### src/rtl/dtg_pkg.sv
package dtg_pkg;
  localparam int PHASES_DEF = 3;
  localparam int DT_W_DEF   = 8;

  typedef enum logic [1:0] {
    REQ_NONE = 2'b00,
    REQ_LO   = 2'b01,
    REQ_HI   = 2'b10,
    REQ_BOTH = 2'b11
  } req_pair_e;
endpackage

### src/rtl/dtg_phase.sv
module dtg_phase #(
  parameter int DT_W = dtg_pkg::DT_W_DEF
) (
  input  logic            clk,
  input  logic            rst_n,
  input  logic            req_hi,
  input  logic            req_lo,
  input  logic [DT_W-1:0] dt_val,
  input  logic            dt_en,
  input  logic            div2,
  input  logic            drive_ok,
  output logic            on_hi,
  output logic            on_lo,
  output logic            both_req
);
  import dtg_pkg::*;

  req_pair_e       prev_q;
  req_pair_e       cur;
  logic [DT_W-1:0] cnt_q;
  logic            tgl_q;
  logic            change;
  logic            settled;
  logic            hi_req;
  logic            lo_req;
  logic            tick;

  assign cur      = req_pair_e'({req_hi, req_lo});
  assign change   = (cur != prev_q);
  assign settled  = ~dt_en | ((cnt_q == '0) & ~change);
  assign hi_req   = req_hi & settled;
  assign lo_req   = req_lo & settled;
  assign both_req = hi_req & lo_req;
  assign tick     = ~div2 | tgl_q;

  always_ff @(posedge clk or negedge rst_n) begin
    if (!rst_n) begin
      prev_q <= REQ_NONE;
      cnt_q  <= '0;
      tgl_q  <= 1'b0;
      on_hi  <= 1'b0;
      on_lo  <= 1'b0;
    end else begin
      prev_q <= cur;
      if (change) begin
        cnt_q <= dt_en ? dt_val : '0;
        tgl_q <= 1'b0;
      end else begin
        tgl_q <= ~tgl_q;
        if (tick && cnt_q != '0) cnt_q <= cnt_q - 1'b1;
      end
      on_hi <= hi_req & ~both_req & drive_ok;
      on_lo <= lo_req & ~both_req & drive_ok;
    end
  end
endmodule

### src/rtl/dtg_cutoff.sv
module dtg_cutoff (
  input  logic clk,
  input  logic rst_n,
  input  logic mc_mode,
  input  logic out_enable,
  input  logic cutoff_n,
  input  logic flag_clr,
  output logic drive_ok
);
  logic trip;
  logic oe_q;
  logic armed_q;
  logic cut_q;

  assign trip     = mc_mode & out_enable & ~cutoff_n;
  assign drive_ok = out_enable & armed_q & ~cut_q & ~trip;

  always_ff @(posedge clk or negedge rst_n) begin
    if (!rst_n) begin
      oe_q    <= 1'b0;
      armed_q <= 1'b0;
      cut_q   <= 1'b0;
    end else begin
      oe_q <= out_enable;
      if (trip)          cut_q <= 1'b1;
      else if (flag_clr) cut_q <= 1'b0;
      if (trip)                         armed_q <= 1'b0;
      else if (out_enable && !oe_q)     armed_q <= 1'b1;
    end
  end
endmodule

### src/rtl/dead_time_gen.sv
module dead_time_gen #(
  parameter int N_PH = dtg_pkg::PHASES_DEF,
  parameter int DT_W = dtg_pkg::DT_W_DEF
) (
  input  logic            clk,
  input  logic            rst_n,
  input  logic [N_PH-1:0] ph_hi,
  input  logic [N_PH-1:0] ph_lo,
  input  logic [DT_W-1:0] dt_value,
  input  logic            dt_div2,
  input  logic            dt_en,
  input  logic            act_hi_pos,
  input  logic            act_hi_neg,
  input  logic            mc_mode,
  input  logic            out_enable,
  input  logic            cutoff_n,
  input  logic            flag_clr,
  output logic [N_PH-1:0] drv_pos,
  output logic [N_PH-1:0] drv_neg,
  output logic            fault
);
  logic            drive_ok;
  logic [N_PH-1:0] on_hi;
  logic [N_PH-1:0] on_lo;
  logic [N_PH-1:0] both;

  dtg_cutoff u_cut (
    .clk        (clk),
    .rst_n      (rst_n),
    .mc_mode    (mc_mode),
    .out_enable (out_enable),
    .cutoff_n   (cutoff_n),
    .flag_clr   (flag_clr),
    .drive_ok   (drive_ok)
  );

  for (genvar g = 0; g < N_PH; g++) begin : g_ph
    dtg_phase #(.DT_W(DT_W)) u_ph (
      .clk      (clk),
      .rst_n    (rst_n),
      .req_hi   (ph_hi[g]),
      .req_lo   (ph_lo[g]),
      .dt_val   (dt_value),
      .dt_en    (dt_en),
      .div2     (dt_div2),
      .drive_ok (drive_ok),
      .on_hi    (on_hi[g]),
      .on_lo    (on_lo[g]),
      .both_req (both[g])
    );
  end

  always_ff @(posedge clk or negedge rst_n) begin
    if (!rst_n)        fault <= 1'b0;
    else if (|both)    fault <= 1'b1;
    else if (flag_clr) fault <= 1'b0;
  end

  assign drv_pos = on_hi ^ {N_PH{~act_hi_pos}};
  assign drv_neg = on_lo ^ {N_PH{~act_hi_neg}};
endmodule

### config.mk
export PLATFORM = sky130hd
export DESIGN_NAME = dead_time_gen
export DESIGN_NICKNAME = d
export VERILOG_FILES = /design/src/rtl/dtg_pkg.sv /design/src/rtl/dtg_phase.sv /design/src/rtl/dtg_cutoff.sv /design/src/rtl/dead_time_gen.sv
export SDC_FILE = /design/constraint.sdc
export NUM_CORES = 1
export LEC_CHECK = 0
export BUFFER_PORTS_ARGS = -buffer_cell sky130_fd_sc_hd__clkbuf_2
export CAP_MARGIN = 0
export CORE_ASPECT_RATIO = 0.8
export CORE_UTILIZATION = 62
export DETAILED_ROUTE_END_ITERATION = 12
export PLACE_DENSITY = 0.85
export SLEW_MARGIN = 15
export SYNTH_ARGS = -nofsm -noshare
export SYNTH_HDL_FRONTEND = slang
export SYNTH_SLANG_ARGS = --single-unit
### constraint.sdc
create_clock -name clk -period 3.5 [get_ports clk]
set_input_delay 0.35 -clock clk [delete_from_list [all_inputs] [get_ports clk]]
set_output_delay 0.35 -clock clk [all_outputs]
set_load 0.02 [all_outputs]
==> results.yml, run 1 <==
pwr:
  internal_power_uw: 912
  p_switching_uw: 410
  pwr-share-clk_pct: 30.1
  p_per_area_nw_per_um2: 497
  seqPwrFrac_pct: 45.4
  p_sw_share_pct: 31.0
  comb_power_share_pct: 24.6
  ir_drop_uv: 386
  p_leak_nw: 1.14
global_route:
  antenna_found_initial: 0
  grt_overflow: 0
  grt_max_degree: 44
  grt_pass1_vias: 1737
  grt_pass1_wl_um: 8280
  grt_use_total_pct: 26.9
synthesis:
  synth_nets: 270
  synth.most_common_cell: "dfrtp_1"
  synth-edff-count: 0
  synthTopCellsByArea: "dfrtp_1 45%, a21oi_1 5.1%, xnor2_1 3.7%"
  async_reset_ff_share_pct: 100
  synthCells: 240
  synth_top_area_share_pct: 45.3
  synth_seq_cells: 43
  yosys.cell_types.count: 51
  yosys.area.top_type: "dfrtp_1"
  yosysWarnings: 0
  ys.flop_type: "dfrtp_1"
  netlist_area_um2: 2380
  yosysSeqAreaShare_pct: 45.3
  yosys-top-cells-count: "43 x dfrtp_1, 24 x a21oi_1, 16 x nand3_1, 12 x nor2_1, 11 x inv_1"
  syn_area_per_cell_um2: 9.91
die:
  dieArea_um2: 4090
  io_pins: 31
  die_x_um: 71.2
  fp-row-count: 19
  die_h_um: 57.4
  core-area_um2: 3540
  start_util_pct: 67.1
sta:
  slew_violations: 0
  fin_ws_ps: 1550
  tightest_slew_ps: 951
  final_hold_viol_count: 0
  finalSetupTns_ps: 0
  period_minus_slack_ps: 1950
  max_freq_mhz: 512
  setup_viol: 0
  fin_skew_ps: 4.34
  rsz0062_at_grt: "no"
  finalCritPeriodShare_pct: 55.8
  slew_headroom_pct: 36.4
placed_design:
  dp_hpwl_um: 3580
  port_buffers: 30
  place.gp.congestion: 0.852
  post-place-ws_ps: 1510
worst_setup_path:
  crit_arrival_ps: 2180
  path_class: "flop to flop"
  cp-end-kind: "flop"
  cp-start-kind: "flop"
  cp_max_fo: 7
  crit_required_ps: 3730
clock_tree:
  cts_resized: 0
  cts_buffers: 5
  cts-root-buf: "clkbuf_8"
  cts_max_level: 2
  clkTransAtPathRegs_ps: 80
  numClockSinks: 43
  cts_hold_buf: 0
  clk_latency_ps: 300
  cts_tree: "yes"
  post_cts_buffers: 0
  clockBufferDepth: 2
final_layout:
  diodes: 0
  area_growth_pct: 11.8
  nets: 299
  layout-drive-gt1-share_pct: 18.9
route:
  drc: 0
  wirelength_um: 4900
  via_per_inst: 6.24
  postRouteAntennaNets: 0
  vias: 1946
  drt-initial-drc-count: 118
  firstDrtPassIters: 4
  post_drt_wl_per_cell_um: 15.7
worst_hold_path:
  min_path_type: "primary input to asynchronous set/reset pin"
job:
  maxCapViolations: 0
status:
  run_status: "finished clean"
critical path, cell delays in order (launching register included):
cell       delay, ps
dfrtp_1          330
inv_1             90
ha_1             200
or3b_1           340
o2111ai_2        240
or4b_1           520
a31oi_1          170
cells by family (layout without fill, tap and decap cells):
family	count (synthesis)	after routing	share of synthesized area [%]
simple gates	85	85	22.2
compound gates	65	65	17.6
flops	43	43	45.3
xor+xnor	19	19	7.00
buf+inv	19	49	3.37
fa+ha+maj	6	6	3.16
mux	3	3	1.37
worst paths after layout:
check                                                        from  slack (ps)  cells after the start                                end
worst max-delay path            g_ph[0].u_ph.cnt_q[0]$_DFFE_PN0P_        1550                      6  g_ph[0].u_ph.cnt_q[7]$_DFFE_PN0P_
worst min-delay path                                        rst_n         170                      1       g_ph[1].u_ph.on_hi$_DFF_PN0_
worst max register to register  g_ph[0].u_ph.cnt_q[0]$_DFFE_PN0P_        1550                      6  g_ph[0].u_ph.cnt_q[7]$_DFFE_PN0P_
worst min register to register       g_ph[0].u_ph.tgl_q$_DFF_PN0_         430                      1       g_ph[0].u_ph.tgl_q$_DFF_PN0_
max in group asynchronous                                   rst_n        2750                      1  g_ph[0].u_ph.cnt_q[4]$_DFFE_PN0P_
min in group clk                                       out_enable         210                      1               u_cut.oe_q$_DFF_PN0_
layout make-up:
cell class,instances,area (um^2)
inverter,11,41.3
clock inverter,2,35.0
fill,267,883
multi-input combinational,178,1220
tap,42,52.6
timing repair buffer,30,150
clock buffer,6,82.6
sequential,43,1080
layout by cell type (no fill, tap or decap), types with 2 or more instances in the layout:
| cell | instances |
|---|---|
| o211ai_1 | 4 |
| a21oi_1 | 24 |
| xnor2_1 | 10 |
| nor2b_1 | 3 |
| nand3_1 | 16 |
| xor2_1 | 9 |
| or3b_1 | 2 |
| nor3_1 | 5 |
| clkbuf_8 | 6 |
| or4_1 | 4 |
| nand2_1 | 6 |
| or2_2 | 3 |
| nor3b_2 | 2 |
| nor4b_1 | 4 |
| dfrtp_1 | 43 |
| clkbuf_2 | 29 |
| o31ai_1 | 3 |
| nor4_1 | 3 |
| o21ai_0 | 8 |
| or4_4 | 2 |
| o21ai_1 | 4 |
| nor2_1 | 12 |
| ha_1 | 6 |
| a31oi_1 | 7 |
| or4b_1 | 3 |
| a21boi_0 | 2 |
| nand4_1 | 4 |
| or3_1 | 6 |
| nand2b_1 | 5 |
| nor3b_1 | 2 |
| inv_1 | 11 |
| a211o_1 | 2 |
registers in the layout, indices dropped and copies added, names as in the netlist:
register / cells
g_ph.u_ph.cnt_q: 24
g_ph.u_ph.prev_q: 6
g_ph.u_ph.on_hi: 3
g_ph.u_ph.on_lo: 3
g_ph.u_ph.tgl_q: 3
fault: 1
u_cut.armed_q: 1
u_cut.cut_q: 1
u_cut.oe_q: 1
power groups by stage:
stage / Clock, mW / Sequential (mW) / Combinational, mW
floorplan: 0 / 0.599 / 0.243
global placement: 0 / 0.606 / 0.313
detailed placement: 0 / 0.607 / 0.322
CTS: 0.407 / 0.599 / 0.326
global route: 0.426 / 0.608 / 0.365
finish: 0.397 / 0.600 / 0.325
routing by layer:
metal  up-vias  part of all wire (%)  track usage, %
li1        950                     -               -
met1       923                    46            37.8
met2        61                    46            40.4
met3        12                   6.0            6.89
met4         0                   2.1            10.9
met5         -                     0               0
per-stage QoR:
step	util [%]	instances	power [mW]	hold WS (ps)	instance area, um^2
after global routing	75.1	312	1.40	209	2660
after CTS	75.1	312	1.33	208	2660
after floorplan	-	240	0.842	54.4	2380
final	75.1	312	1.32	171	2660
after global placement	71.7	304	0.920	407	2540
after detailed placement	71.7	304	0.929	418	2540
Note: power is estimated with default switching activity, not from simulation.
==> run 2: changes to the inputs <==
CORE_UTILIZATION = 57   (was 62)
PLACE_DENSITY = 0.79   (was 0.85)
clock period = 1.88 ns   (was 3.5 ns; I/O delays follow)
==> run 2 against run 1 <==
Net effect:
- cell count rose by 7.4%
- core utilization is 2.9 points lower
- die area increased by 8.5%
- routed wire length grew 4.8%
- critical path depth is the same
- register-to-register slack got worse by 1500 ps
- maximum frequency grew 8.8%
- global-route usage down 0.87 points
- clock-buffer cell count stayed put
- largest power group unchanged
- highest routed layer unchanged
==> results.yml, run 2 (synthesis gave the netlist of run 1 again) <==
placed_design:
  post-place-ws_ps: 0.572
  dp_hpwl_um: 3730
  dp_cells: 324
  place.gp.congestion: 0.865
  port_buffers: 30
status:
  run_status: "finished clean"
final_layout:
  top_regs: "g_ph.u_ph.cnt_q x24, g_ph.u_ph.prev_q x6"
  stdcell_count: 335
  final_common_cell: "dfrtp_1"
  nets: 309
  layout-drive-gt1-share_pct: 23.9
  largest_reg_flops: 24
  diodes: 0
  area_growth_pct: 18.5
  regMostFlops: "g_ph.u_ph.cnt_q"
  final_cell_mix: "43 x dfrtp_1, 30 x clkbuf_2, 24 x a21oi_1"
clock_tree:
  cts_tree: "yes"
  cts-root-buf: "clkbuf_8"
  cts_max_level: 2
  clockBufferDepth: 2
  clk_latency_ps: 310
  cts_buffers: 5
  numClockSinks: 43
  clkTransAtPathRegs_ps: 90
worst_setup_path:
  crit_chain: "inv_1 -> ha_1 -> nor3b_2 -> a211o_1 -> or4_1 -> a31oi_1"
  reg2reg_depth: 6
  crit_arrival_ps: 2030
  slowest_delay_ps: 400
  reg2reg_to: "g_ph[1].u_ph.cnt_q[4]$_DFFE_PN0P_"
  cp-end-kind: "flop"
  crit_required_ps: 2120
  cp-startpoint: "g_ph[1].u_ph.cnt_q[0]$_DFFE_PN0P_"
  r2r-start: "g_ph[1].u_ph.cnt_q[0]$_DFFE_PN0P_"
  cp-start-kind: "flop"
  cp_max_fo: 5
  path_class: "flop to flop"
  cp_slowest_cell: "or4_1"
  r2r_slack_ps: 90
worst_hold_path:
  min_path_type: "primary input to flop"
  worstHoldEndpoint: "u_cut.oe_q$_DFF_PN0_"
  min_path_cells: 1
  worstHoldStart: "out_enable"
sta:
  hold_ws_ps: 46.3
  finalCritPeriodShare_pct: 95.4
  fin_ws_ps: 86.4
  period_minus_slack_ps: 1790
  fin_skew_ps: 9.33
  final_hold_viol_count: 0
  slew_violations: 0
  max_freq_mhz: 558
  setup_viol: 0
  slew_headroom_pct: 61.4
  tightest_slew_ps: 580
route:
  post_drt_wl_per_cell_um: 15.3
  firstDrtPassIters: 4
  postRouteAntennaNets: 0
  drt-initial-drc-count: 132
  wirelength_um: 5140
  vias: 1966
  drc: 0
  via_per_inst: 5.87
pwr:
  p_per_area_nw_per_um2: 910
  ir_drop_uv: 684
  p_leak_nw: 1.21
global_route:
  antenna_found_initial: 0
  grt_use_total_pct: 26.1
  grt_max_degree: 44
  grt_pass1_wl_um: 8260
  grt_overflow: 0
  grt_pass1_vias: 1771
die:
  io_pins: 31
  dieArea_um2: 4430
  core-area_um2: 3900
  die_x_um: 74.2
  die_h_um: 59.8
  start_util_pct: 60.9
  fp-row-count: 20
job:
  maxCapViolations: 0
run 2: per-stage QoR:
stage	power [mW]	instance area [um^2]	utilization (%)	setup TNS, ps
3_3_place_gp	1.74	2610	66.9	0
4_1_cts	2.53	2740	70.2	0
2_1_floorplan	1.57	2380	-	0
5_1_grt	2.72	2820	72.1	-20.2
3_5_place_dp	1.76	2610	66.9	0
6_report	2.56	2820	72.1	0
run 2: worst max-delay path: cells and delay by family, from the launching register on:
| kind | cells | cell delay [ps] |
|---|---|---|
| AND/OR/NAND/NOR | 2 | 570 |
| flip-flops | 1 | 390 |
| adder cells (fa/ha/maj) | 1 | 200 |
| AO/OA/AOI/OAI | 2 | 480 |
| buffers and inverters | 1 | 70 |
run 2: power by group:
part	switching, mW	internal [mW]	leakage, nW
Sequential	0.0978	1.02	0.542
Combinational	0.383	0.296	0.602
Clock	0.333	0.430	0.0612
run 2: per-layer routing:
metal / GRT usage, % / up-vias / wire (um)
li1: - / 970 / -
met2: 39.4 / 40 / 2360
met1: 36.3 / 948 / 2370
met3: 5.06 / 8 / 315
met4: 12.4 / 0 / 98
met5: 0 / - / 0
run 2: how the worst max path moves through the flow:
stage | slack (ps) | cells after the start | endpoint
after floorplan | 120 | 7 | g_ph[0].u_ph.cnt_q[1]$_DFFE_PN0P_
after global placement | 70 | 6 | g_ph[1].u_ph.cnt_q[4]$_DFFE_PN0P_
after detailed placement | 0.6 | 6 | g_ph[0].u_ph.on_hi$_DFF_PN0_
after CTS | 40 | 6 | g_ph[2].u_ph.on_hi$_DFF_PN0_
after global routing | -20 | 6 | g_ph[1].u_ph.cnt_q[4]$_DFFE_PN0P_
final | 90 | 6 | g_ph[1].u_ph.cnt_q[4]$_DFFE_PN0P_
run 2: timing repair:
action / 4_1_cts / 5_1_grt
gates resized for setup: 1 / 9
buffers inserted: 0 / 2
hold endpoints to repair: 43 / 0
pin swaps: 0 / 1
hold buffers: 1 / 0
setup endpoints to repair: 1 / 9
run 2: cell type report:
cell class	instances	area [um^2]
clock buffer	6	82.6
tap	55	68.8
inverter	11	41.3
clock inverter	2	35.0
multi-input combinational	178	1280
sequential	43	1080
fill	296	1090
timing repair buffer	40	228
==> run 3: changes to the inputs <==
BUFFER_PORTS_ARGS = not set   (was -buffer_cell sky130_fd_sc_hd__clkbuf_2)
CORE_UTILIZATION = 63   (was 57)
DONT_BUFFER_PORTS = 1   (was not set)
==> run 3 against run 2 <==
Net effect:
- first-iteration DRC count rose by 18%
- clock power down 2%
- sequential share of layout area up 0.85 points
- hold slack got worse by 41 ps
- highest routed layer unchanged
- the flow now finishes with violations (design-rule violations)
==> results.yml, run 3 (synthesis gave the netlist of run 1 again) <==
final_layout:
  diodes: 0
  final_cell_mix: "43 x dfrtp_1, 24 x a21oi_1, 16 x nand3_1"
  num-fill-cells: 239
  stdcell_count: 302
  regMostFlops: "g_ph.u_ph.cnt_q"
  layout-drive-gt1-share_pct: 15.4
  multi_input_area_um2: 1290
  top_regs: "g_ph.u_ph.cnt_q x24, g_ph.u_ph.prev_q x6"
  area_growth_pct: 15.9
  nets: 289
  final_common_cell: "dfrtp_1"
  final_area_um2: 2760
  regArea_um2: 1080
  largest_reg_flops: 24
route:
  drt-initial-drc-count: 156
  post_drt_wl_per_cell_um: 20.4
  wirelength_um: 6170
  via_per_inst: 6.83
  postRouteAntennaNets: 0
  drc: 6
  firstDrtPassIters: 9
  vias: 2064
worst_hold_path:
  worstHoldEndpoint: "u_cut.cut_q$_DFFE_PN0P_"
  worstHoldStart: "out_enable"
  min_path_cells: 2
  min_path_type: "primary input to flop"
sta:
  final_hold_viol_count: 0
  fin_skew_ps: 2.71
  max_freq_mhz: 536
  setup_viol: 0
  rsz0062_at_grt: "yes"
  slew_headroom_pct: 65.7
  tightest_slew_ps: 512
  slew_violations: 0
  period_minus_slack_ps: 1870
  finalCritPeriodShare_pct: 99.3
  hold_ws_ps: 4.93
die:
  dieArea_um2: 4020
  die_h_um: 56.9
  fp-row-count: 19
  io_pins: 31
  die_x_um: 70.7
  start_util_pct: 67.6
  core-area_um2: 3520
placed_design:
  place.gp.congestion: 0.820
  dp_hpwl_um: 3840
  placed_cell_area_um2: 2440
  dp_cells: 281
  port_buffers: 0
worst_setup_path:
  r2r_slack_ps: 10
  crit_required_ps: 2120
  r2r-start: "g_ph[0].u_ph.cnt_q[0]$_DFFE_PN0P_"
  crit_arrival_ps: 2100
  reg2reg_to: "g_ph[0].u_ph.cnt_q[7]$_DFFE_PN0P_"
  cp-end-kind: "flop"
  cp_max_fo: 7
  path_class: "flop to flop"
  cp-start-kind: "flop"
  reg2reg_depth: 6
global_route:
  grt_use_total_pct: 31.3
  grt_pass1_wl_um: 9470
  antenna_found_initial: 0
  grt_overflow: 0
  grt_max_degree: 44
  grt_pass1_vias: 2027
clock_tree:
  clk_latency_ps: 310
  clockBufferDepth: 2
  clkTransAtPathRegs_ps: 80
  numClockSinks: 43
  cts_buffers: 5
  cts-root-buf: "clkbuf_8"
  cts_tree: "yes"
  cts_max_level: 2
pwr:
  p_per_area_nw_per_um2: 932
  ir_drop_uv: 786
  p_leak_nw: 1.12
job:
  maxCapViolations: 0
status:
  violations: "design-rule violations"
  run_status: "finished with violations"
-- run 3: cell type report --
type | instances | area share [%]
sequential | 43 | 39.1
clock buffer | 5 | 2.50
clock inverter | 3 | 1.59
inverter | 11 | 1.50
timing repair buffer | 20 | 6.72
multi-input combinational | 178 | 46.7
tap | 42 | 1.91
-- run 3: layer usage --
metal / up-vias / global-route usage (%) / part of all wire [%]
met2: 109 / 51.6 / 48
li1: 931 / - / -
met3: 26 / 7.77 / 9.1
met5: - / 0 / 0
met1: 998 / 40.5 / 40
met4: 0 / 12.0 / 3.0
-- run 3: through the flow --
| stage | setup TNS (ps) | util [%] | power, mW | worst slack, ps |
|---|---|---|---|---|
| finish | 0 | 78.3 | 2.57 | 14.0 |
| global route | -111 | 78.3 | 2.68 | -46.5 |
| CTS | 0 | 75.9 | 2.47 | 29.1 |
| detailed placement | -3.03 | 69.5 | 1.69 | -3.03 |
| global placement | 0 | 69.5 | 1.65 | 93.9 |
| floorplan | 0 | - | 1.57 | 125 |
-- run 3: worst max-delay path: stages (launching register included) --
cell,delay [ps]
dfrtp_1,370
inv_2,70
ha_4,150
or3b_4,310
o2111ai_4,160
or4b_4,570
a31oi_1,160
-- run 3: worst max path at each step --
stage | slack [ps] | end | depth (start not counted) | start
after global routing | -50 | g_ph[0].u_ph.cnt_q[7]$_DFFE_PN0P_ | 5 | g_ph[0].u_ph.cnt_q[5]$_DFFE_PN0P_
after detailed placement | -3 | g_ph[0].u_ph.cnt_q[7]$_DFFE_PN0P_ | 6 | g_ph[0].u_ph.cnt_q[1]$_DFFE_PN0P_
after global placement | 90 | g_ph[0].u_ph.on_hi$_DFF_PN0_ | 6 | g_ph[0].u_ph.cnt_q[1]$_DFFE_PN0P_
after CTS | 30 | g_ph[1].u_ph.cnt_q[4]$_DFFE_PN0P_ | 6 | g_ph[1].u_ph.cnt_q[0]$_DFFE_PN0P_
after floorplan | 120 | g_ph[0].u_ph.cnt_q[1]$_DFFE_PN0P_ | 7 | g_ph[0].u_ph.cnt_q[0]$_DFFE_PN0P_
final | 10 | g_ph[0].u_ph.cnt_q[7]$_DFFE_PN0P_ | 6 | g_ph[0].u_ph.cnt_q[0]$_DFFE_PN0P_
-- run 3: repair_timing --
action                                  in CTS  in global routing
endpoints found under the setup margin       3                 12
hold endpoints to repair                    58                  0
gates resized for setup                      1                 11
setup buffers                                0                  3
hold buffers                                10                  0
pin swaps                                    0                  5
-- run 3: power by group --
group | switching (mW) | total [mW] | internal [mW]
Combinational | 0.391 | 0.688 | 0.297
Clock | 0.348 | 0.744 | 0.396
Sequential | 0.110 | 1.13 | 1.02
